<file path="src/rtl/gpio_edge_irq.sv">
module gpio_edge_irq #(
  parameter int W = 32
) (
  input  logic         clk,
  input  logic         rst_n,
  input  logic         bus_wr,
  input  logic [3:0]   bus_addr,
  input  logic [W-1:0] bus_wdata,
  output logic [W-1:0] bus_rdata,
  input  logic [W-1:0] pins_a,
  input  logic [W-1:0] pins_b,
  input  logic         ext_irq,
  output logic         irq
);
  localparam logic [2:0] F_REN = 3'd0, F_FEN = 3'd1, F_RPD = 3'd2,
                         F_FPD = 3'd3, F_CLR = 3'd4, F_SUM = 3'd5;

  logic [1:0][W-1:0] pin_in, s1, s2, prv, ren, fen, rpd, fpd;
  logic [1:0]        any_pd;
  logic [2:0]        fld;
  logic              sel;

  assign pin_in = {pins_b, pins_a};
  assign fld    = bus_addr[2:0];
  assign sel    = bus_addr[3];

  always_ff @(posedge clk or negedge rst_n)
    if (!rst_n) begin
      s1  <= '0;
      s2  <= '0;
      prv <= '0;
    end else begin
      s1  <= pin_in;
      s2  <= s1;
      prv <= s2;
    end

  for (genvar p = 0; p < 2; p++) begin : g_port
    logic          hit;
    logic [W-1:0]  clr, rise, fall;

    assign hit  = bus_wr && (sel == p[0]);
    assign clr  = (hit && fld == F_CLR) ? bus_wdata : '0;
    assign rise = s2[p] & ~prv[p] & ren[p];
    assign fall = ~s2[p] & prv[p] & fen[p];

    always_ff @(posedge clk or negedge rst_n)
      if (!rst_n) begin
        ren[p] <= '0;
        fen[p] <= '0;
        rpd[p] <= '0;
        fpd[p] <= '0;
      end else begin
        if (hit && fld == F_REN) ren[p] <= bus_wdata;
        if (hit && fld == F_FEN) fen[p] <= bus_wdata;
        rpd[p] <= (rpd[p] & ~clr) | rise;
        fpd[p] <= (fpd[p] & ~clr) | fall;
      end

    assign any_pd[p] = |{rpd[p], fpd[p]};
  end

  always_comb
    case (fld)
      F_REN:   bus_rdata = ren[sel];
      F_FEN:   bus_rdata = fen[sel];
      F_RPD:   bus_rdata = rpd[sel];
      F_FPD:   bus_rdata = fpd[sel];
      F_SUM:   bus_rdata = W'(any_pd);
      default: bus_rdata = '0;
    endcase

  assign irq = ext_irq | (|any_pd);
endmodule

</file>
<file path="config.mk">
export PLATFORM = sky130hd
export DESIGN_NAME = gpio_edge_irq
export DESIGN_NICKNAME = d
export VERILOG_FILES = /design/src/rtl/gpio_edge_irq.sv
export SDC_FILE = /design/constraint.sdc
export NUM_CORES = 1
export LEC_CHECK = 0
export ABC_AREA = 0
export BUFFER_PORTS_ARGS = -buffer_cell sky130_fd_sc_hd__buf_2
export CAP_MARGIN = 20
export CORE_MARGIN = 2
export CORE_UTILIZATION = 60
export DETAILED_ROUTE_END_ITERATION = 10
export PLACE_DENSITY = 0.84
export SLEW_MARGIN = 40
export SYNTH_ARGS = -nofsm -noshare
export SYNTH_HDL_FRONTEND = slang
export SYNTH_SLANG_ARGS = --single-unit
</file>
<file path="constraint.sdc">
create_clock -name clk -period 3.07 [get_ports clk]
set_input_delay 0.307 -clock clk [delete_from_list [all_inputs] [get_ports clk]]
set_output_delay 0.307 -clock clk [all_outputs]
set_load 0.005 [all_outputs]
</file>
==> impl_results.md, run 1 <==
* Layout Area Growth over Synthesis at 20.3%
* Critical path class: register to output pin
* Final WS setup at roughly 0.17 ns
* Worst setup EP type: output pin
* Initial antenna violation count at 3
* Worst-path clk slew at roughly 0.07 ns
* Via count at roughly 12000
* Max-slew violations at 0
* R2r startpoint: s2[5]
* LEAKAGE at roughly 0.0094 uW
* Hold path startpoint: bus_wdata[27]
* Die area at 30000 sq um
* CTS tree: built
* Area of the mapped netlist at between 15000 and 20000 sq um
* Crit path from: rpd[61]
* Arr. time, crit path at around 2.6 ns
* Synth area leader: dfrtp_1
* GR Overflow Total at 0
* Switching share of total power at about a quarter
* Max VDD drop at 0.679 mV
* HPWL after DPL at 27700 microns
* CTS Buffer Depth at 3
* Worst path required time at between 2 and 3 ns
* Relative slew slack at between 40% and 50%
* Vias in the first global route at 12600
* Clock power share at a little under two fifths
* CP Depth at 6
* WL/cell at 24.0 microns
* Net Switching at around 4000 uW
* RePlAce Congestion at approximately 0.85
* DP Worst Slack at just over 0.6 ns
* Fraction of layout cells with a size suffix above 1 at 26.6%
* Sequential share of power at 50.2%
* Fillers at approximately 1700
* DRT iter0 DRCs at about 1200
* Post-synth EDFFs at 0
* Mean Syn Cell Area at 14.0 sq um
* Worst Skew at 0.0131 ns
* Warnings, synthesis at 0
* CP most frequent cell: nor4_1
* Synth Net Count at about 1300
* Core area at about 28000 sq um
* Share of the synthesized area in the top cell type at about two thirds
* Status: finished, final reports clean
* # IOs at ~140
* Cell variety after synth at 25
* RSZ-0062 raised after global routing: false
* Starting density of the core at 61.4%
* Area contributors post-synth: dfrtp_1, mux2i_1, mux2_2, a32o_1, o2bb2ai_1
* Gr usage total at a little under a third
* Seq cells post-synth at 448
* CP Buf/Inv Count at 2
* Max Cap Violations at 0
* Worst-path fanout max at 3
* Final Cycle Share at between 90% and 100%
* Gate family responsible for the most delay along the worst path: simple AND/OR/NAND/NOR gates
* Logic pwr share at between 10% and 20%
* Final worst path period need at between 2 and 3 ns
* Total power per unit cell area at ~740 nW/um^2
* HP Class: input port to register
* Clock Latency Late Sink at between 0.5 and 0.6 ns
* Reg2Reg Capture Point: fpd[5]
* Startpoint Class: register
* DR DRC count at 0
* Largest net degree at the start of global routing at 88
* Ys async rst share at between 90% and 100%
* Slowest cell on the critical path: nor4_1
* Top FF cell, synth: dfrtp_1
* Setup_tns at 0 ns
* Internal at ~11000 uW
* Slew @ Worst Pin at between 0.7 and 0.8 ns
* Post-route ant nets at 0
* Top cells by count, synth: dfrtp_1, nand2_1, mux2i_1
* Endpoints failing setup at 0
* Fin. Hold Viols at 0
* Die Ht at ~170 microns
* CP max stage delay at ~0.57 ns
* Site Rows at 61
* CTS Buf Count at 44
* Synth Instances at ~1200
* Worst path cell trace: nor4_1 -> nand4_1 -> nor4_1 -> buf_4 -> o21ai_0 -> buf_2
* Top-count cell post-synth: dfrtp_1
* Routed wire length at 44800 microns
* R2R cell count at 2
* Num Clock Sinks at ~450
* Via density per instance at roughly 6.3
* # port buffers at roughly 140
* H-tree levels at 2
* Seq/Total Area, Yosys at between 60 and 70%
* CTS root buf: clkbuf_16
* Worst hold endpoint: fen[27]
* Post-CTS setup buffers at 0
* Layout net count at approximately 1600
* Setup slack, reg-to-reg at around 2.2 ns
* First-pass GRT wire length at about 71000 microns
* Drt pass-1 iters at 5
* Die X-Extent at 173 microns
* Post-cts sizing count at 0
* F_max at between 300 and 400 MHz
* Hold Path Stages at 2
## power groups by stage
stage	clock network [uW]	logic, uW	registers [uW]
finish	5780	1840	7680
global route	6090	2000	7750
CTS	5830	1840	7640
detailed placement	0	1730	7710
global placement	0	1640	7670
floorplan	0	1230	7350
## repair_timing
action	in CTS	in global routing
hold buffers	65	0
endpoints found under the setup margin	0	0
endpoints found under the hold margin	138	0
## cell families after synthesis
logic type / synth area share [%]
simple gates: 6.03
buf+inv: 2.88
flops: 65.2
mux: 16.5
compound gates: 9.38
## how the worst max path moves through the flow
stage	endpoint	slack, ns
4_1_cts	bus_rdata[1]	0.14
6_report	bus_rdata[1]	0.17
2_1_floorplan	bus_rdata[10]	0.94
3_5_place_dp	bus_rdata[18]	0.61
3_3_place_gp	bus_rdata[18]	0.70
5_1_grt	bus_rdata[1]	0.1
## worst register-to-register path, cell delays in order, from the launching register on
cell	delay (ns)
dfrtp_1	0.45
inv_1	0.07
a32o_1	0.24
## layout by cell type, fill, tap and decap left out, types with 6 or more instances in the layout
| cell type | n |
|---|---|
| clkbuf_8 | 10 |
| a32o_1 | 64 |
| o22ai_1 | 64 |
| nand2_1 | 129 |
| nor4_1 | 34 |
| buf_2 | 134 |
| clkbuf_16 | 46 |
| mux2_4 | 30 |
| nand4_1 | 8 |
| clkbuf_1 | 9 |
| dlygate4sd3_1 | 65 |
| mux2i_1 | 128 |
| dfrtp_1 | 448 |
| o2bb2ai_1 | 64 |
| buf_4 | 20 |
| or2_2 | 30 |
| mux2_2 | 96 |
| inv_1 | 64 |
| buf_12 | 9 |
| bufinv_16 | 6 |
## metrics by stage
stage / util, % / instance area [sq um] / total power [uW] / instances / hold slack, ns
5_1_grt: 73.8 / 20700 / 15800 / 1867 / 0.0703
3_5_place_dp: 65.9 / 18400 / 9440 / 1721 / 0.335
2_1_floorplan: - / 17200 / 8580 / 1230 / 0.0114
3_3_place_gp: 65.9 / 18400 / 9310 / 1721 / 0.332
4_1_cts: 73.8 / 20700 / 15300 / 1866 / 0.0607
6_report: 73.8 / 20700 / 15300 / 1868 / 0.0727
## area by class of cell
type                       instances  area [sq um]  share of cell area (%)
tap                              378           473                    2.29
sequential                       448         11200                    54.2
clock inverter                    15           253                    1.22
antenna                            2          5.00                  0.0242
clock buffer                      65          1320                    6.40
timing repair buffer             230          1680                    8.11
inverter                          64           240                    1.16
multi-input combinational        666          5500                    26.6
## flip-flops by register name, indices dropped and copies added, names as in the netlist
register and count:
fen 64, fpd 64, prv 64, ren 64, rpd 64, s1 64, s2 64
## per-layer routing
| metal | wire length [microns] | vias up | share of wire (%) | track usage, % |
|---|---|---|---|---|
| li1 | - | 4949 | - | - |
| met1 | 17200 | 6040 | 38 | 39.3 |
| met3 | 3300 | 155 | 7.4 | 5.33 |
| met5 | 9 | - | 0.020 | 0 |
| met2 | 22100 | 549 | 49 | 49.5 |
| met4 | 2140 | 2 | 4.8 | 15.6 |
No activity file was read; power rests on OpenSTA's default activity.
==> run 2: changes to the inputs <==
Settings changed: CORE_ASPECT_RATIO set to 0.5, CORE_MARGIN 2 to 5.
==> impl_results.md, run 2 (synthesized netlist as in run 1, its figures left out) <==
* H-tree levels at 2
* Worst path required time at around 2.8 ns
* Max-slew violations at 0
* Dpl cells at 1722
* Die Ht at ~130 microns
* Core area at between 20000 and 30000 sq um
* Die X-Extent at approximately 250 microns
* Worst-path fanout max at 3
* LEAKAGE at ~0.0093 uW
* Clock Latency Late Sink at between 0.5 and 0.6 ns
* Relative slew slack at between 50% and 60%
* Max Cap Violations at 0
* Site Rows at 43
* Non-Filler Instances at ~1900
* CTS Buffer Depth at 3
* Commonest non-fill, non-tap cell in the layout: dfrtp_1
* Max VDD drop at 0.401 mV
* Layout net count at approximately 1500
* Critical path class: register to output pin
* CTS tree: built
* Worst setup EP type: output pin
* Starting density of the core at about three fifths
* Violated checks: setup timing
* Final Cycle Share at 100%
* Die area at between 30000 and 40000 sq um
* # IOs at around 140
* Worst-path clk slew at 0.07 ns
* Status: finished with violations
* Final worst path period need at 3.08 ns
* RePlAce Congestion at just under 0.9
* Fin. Hold Viols at 0
* Arr. time, crit path at 2.77 ns
* Worst Hold Slack at ~0.071 ns
* HP Class: input port to register
* Startpoint Class: register
* Via density per instance at roughly 6.3
* DRT iter0 DRCs at 1246
* DR DRC count at 0
* Setup_tns at -0.00834 ns
* Most frequent cells in the layout: dfrtp_1, buf_2, nand2_1
* CTS Buf Count at 38
* Via count at ~12000
* First-pass GRT wire length at 71500 microns
* HPWL after DPL at 28400 microns
* WL/cell at ~24 microns
* Post-route ant nets at 0
* Post-CTS setup buffers at 0
* CTS root buf: clkbuf_16
* Largest net degree at the start of global routing at 85
* Slew @ Worst Pin at 0.699 ns
* Layout Area Growth over Synthesis at 18.8%
* F_max at 325 MHz
* Post-route cell area at roughly 20000 sq um
* # port buffers at roughly 140
* Vias in the first global route at around 13000
* GR Overflow Total at 0
* Worst Skew at 0.00928 ns
* RSZ-0062 raised after global routing: false
* Gr usage total at 28.3%
* DP Area at around 18000 sq um
* Drt pass-1 iters at 6
* Initial antenna violation count at 6
* Setup slack, reg-to-reg at 2.19 ns
* Total power per unit cell area at about 720 nW/um^2
* Fraction of layout cells with a size suffix above 1 at between 20% and 30%
* Endpoints failing setup at 1
* Num Clock Sinks at 448
* Final WS setup at -0.00834 ns
* Routed wire length at approximately 45000 microns
run 2: critical path, cell delays in order (launching register included):
cell and delay, ns:
dfrtp_1 0.43, nor4_1 0.63, nand4_1 0.33, nor4_1 0.52, o21ai_0 0.15, buf_2 0.16
run 2: timing repair:
action                                 4_1_cts  5_1_grt
hold buffers                                65        0
endpoints found under the hold margin      126        0
gates resized for setup                      0        0
run 2: where the power goes:
part           internal (uW)  total (uW)  switching, uW  leakage [uW]
clock                   2940        5110           2170      0.000654
sequential              6780        7680            906       0.00506
combinational           1060        1840            774       0.00360
total                  10800       14600           3850       0.00931
run 2: worst paths after layout:
check | cells after the start | end | startpoint
hold / removal | 2 | ren[7] | bus_wdata[7]
hold reg to reg | 0 | s2[24] | s1[24]
max in group asynchronous | 4 | fpd[7] | rst_n
setup reg to reg | 1 | fpd[36] | fpd[36]
setup / recovery | 5 | bus_rdata[0] | rpd[5]
min in group asynchronous | 2 | prv[58] | rst_n
run 2: area by class of cell:
cell class | count | area (sq um)
clock buffers | 53 | 1140
repair buffers | 227 | 1660
multi-input cells | 666 | 5500
fillers | 1710 | 7560
inverters | 64 | 240
diodes | 5 | 12.5
flip-flops and latches | 448 | 11200
clock inverters | 15 | 180
well taps | 382 | 478
run 2: stage by stage:
stage	setup WS [ns]	total power [uW]	utilization (%)
6_report	-0.00834	14600	73.0
5_1_grt	0.0355	15200	73.0
4_1_cts	0.139	14600	72.9
3_5_place_dp	0.645	9470	65.9
3_3_place_gp	0.715	9300	65.9
2_1_floorplan	0.937	8580	-
run 2: layer usage:
metal  track usage, %  vias to the layer above  wire, microns
li1                 -                     4911              -
met1             37.1                     6059          17800
met2             46.8                      594          21900
met3             6.44                      143           3810
met4             12.2                        2           1720
met5                0                        -             13
==> run 3: changes to the inputs <==
Settings changed: ABC_AREA 0 to 1.
==> impl_results.md, run 3 <==
* Total power per unit cell area at roughly 680 nW/um^2
* Total power at about 14000 uW
* Die area at between 30000 and 40000 sq um
* Worst Skew at around 0.0096 ns
* Final worst path period need at approximately 2.4 ns
* WL/cell at approximately 18 microns
* Status: finished, final reports clean
* Post-route cell area at between 20000 and 25000 sq um
* Post-synthesis xor/xnor area fraction at 0%
* Site Rows at 44
* Worst setup EP type: output pin
* Most frequent cells in the layout: nand2_1, dfrtp_1, o21ai_0
* Core area at ~29000 sq um
* Seq cells post-synth at ~450
* Setup_tns at 0 ns
* Routed wire length at approximately 44000 microns
* GR Overflow Total at 0
* Fillers at between 2000 and 2500
* Area contributors post-synth: dfrtp_1, nand2_1, o21ai_0, inv_1, nor2_1
* Synth Net Count at 1973
* Seq/Total Area, Yosys at a little over three fifths
* Warnings, synthesis at 0
* RePlAce Congestion at approximately 0.86
* Ys async rst share at 100%
* Largest net degree at the start of global routing at about 110
* Max-slew violations at 0
* Initial antenna violation count at 0
* Synth Instances at between 1500 and 2000
* Layout Area Growth over Synthesis at 15.9%
* DR DRC count at 0
* Slew @ Worst Pin at about 0.8 ns
* Drt pass-1 iters at 5
* Post-synthesis compound-gate area fraction at between 10% and 20%
* Simple-gate share of the synthesized area at 18.8%
* Worst-path fanout max at 3
* Synth area leader: dfrtp_1
* Worst path required time at about 2.8 ns
* Antenna cells at 0
* Layout net count at roughly 2200
* HP Class: input port to register
* Gr usage total at 26.4%
* Fin. Hold Viols at 0
* Largest family of logic cells by synthesized area: simple AND/OR/NAND/NOR gates
* CTS Buf Count at 38
* Area of the mapped netlist at around 18000 sq um
* Post-cts sizing count at 0
* Final Cycle Share at around three quarters
* H-tree levels at 2
* Top FF cell, synth: dfrtp_1
* Startpoint Class: register
* Adder-Cell Fraction of Synth Area at 0%
* LEAKAGE at 0.00977 uW
* Worst-path clk slew at 0.07 ns
* Clock Latency Late Sink at approximately 0.54 ns
* Via density per instance at roughly 5.6
* DRT iter0 DRCs at 1546
* CTS tree: built
* Final WS setup at 0.713 ns
* DP Worst Slack at around 0.72 ns
* Fraction of layout cells with a size suffix above 1 at about 11%
* CTS Buffer Depth at 3
* # IOs at 137
* RSZ-0062 raised after global routing: false
* Post-route ant nets at 0
* Arr. time, crit path at approximately 2 ns
* CTS root buf: clkbuf_16
* F_max at between 400 and 500 MHz
* Post-synth EDFFs at 0
* Top-count cell post-synth: nand2_1
* Share of the synthesized area in the top cell type at roughly 63%
* Relative slew slack at 47.0%
* Die Ht at roughly 130 microns
* First-pass GRT wire length at 71100 microns
* Endpoints failing setup at 0
* DP Area at approximately 19000 sq um
* Mux share of post-synthesis cell area at 0%
* Mean Syn Cell Area at about 9.5 sq um
* Post-CTS setup buffers at 0
* HPWL after DPL at 26600 microns
* Vias in the first global route at 13900
* Max Cap Violations at 0
* Critical path class: register to output pin
* Commonest non-fill, non-tap cell in the layout: nand2_1
* Via count at about 14000
* Num Clock Sinks at roughly 450
* Top cells by count, synth: nand2_1, dfrtp_1, o21ai_0
* Cell variety after synth at 26
* Die X-Extent at roughly 250 microns
* Max VDD drop at approximately 0.36 mV
* Starting density of the core at around 60%
* # port buffers at between 100 and 150
## run 3: changes by cell type in the layout (fill, tap and decap cells not counted), sizes merged, moves of 27 or more
cell | previous run | this run
mux2 | 128 | 0
nand3b | 3 | 30
inv | 64 | 167
o32ai | 0 | 30
nor2 | 5 | 124
o21ai | 2 | 347
o22ai | 64 | 1
mux2i | 128 | 0
nor4 | 34 | 0
nand3 | 0 | 41
o2bb2ai | 64 | 0
nand2 | 129 | 571
a32o | 64 | 0
or2 | 30 | 0
## run 3: report_power, final
group / internal [uW] / switching, uW / total, uW
clock: 2730 / 2130 / 4860
sequential: 6740 / 634 / 7370
combinational: 674 / 1030 / 1700
## run 3: logic make-up (layout without fill, tap and decap cells)
group           Yosys count  count (layout)
compound gates          383             383
buf+inv                 241             457
simple gates            797             797
flops                   448             448
## run 3: critical path, cell delays in order (launching register included)
cell,delay (ns)
dfrtp_1,0.40
nor2_1,0.19
nand2_1,0.12
nor2_1,0.12
nand2_1,0.12
nor2_1,0.13
nand2_1,0.10
nor2_1,0.10
nand3_1,0.08
buf_2,0.14
## run 3: area by class of cell
| cell class | count | area, sq um | share of cell area (%) |
|---|---|---|---|
| sequential | 448 | 11200 | 54.6 |
| multi-input combinational | 1180 | 5380 | 26.2 |
| timing repair buffer | 222 | 1590 | 7.73 |
| clock buffer | 59 | 1140 | 5.56 |
| inverter | 167 | 629 | 3.07 |
| tap | 391 | 489 | 2.38 |
| clock inverter | 9 | 98.8 | 0.481 |
## run 3: per-stage QoR
stage | std cells | utilization, % | hold WS [ns]
after floorplan | 1869 | - | 0.0114
after CTS | 2475 | 70.6 | 0.0893
after global routing | 2476 | 70.6 | 0.125
final | 2476 | 70.6 | 0.112
after detailed placement | 2342 | 64.1 | 0.313
after global placement | 2342 | 64.0 | 0.310
## run 3: repair_timing
item                                    4_1_cts  5_1_grt
endpoints found under the setup margin        0        0
hold buffers                                 65        0
hold endpoints to repair                    130        0
## run 3: final timing paths
check | startpoint | endpoint | slack (ns) | depth (start not counted)
worst max-delay path | fpd[63] | irq | 0.71 | 9
worst min-delay path | bus_wdata[19] | fen[51] | 0.11 | 3
worst max register to register | s2[20] | rpd[20] | 2.14 | 2
worst min register to register | s1[11] | s2[11] | 0.34 | 0
max in group asynchronous | rst_n | prv[6] | 1.82 | 3
min in group asynchronous | rst_n | s1[50] | 0.32 | 2
## run 3: layer usage
metal | wire [microns] | global-route usage (%)
met1 | 18100 | 36.7
met2 | 20400 | 41.7
met3 | 3740 | 5.55
met4 | 1650 | 10.1
met5 | 0 | 0
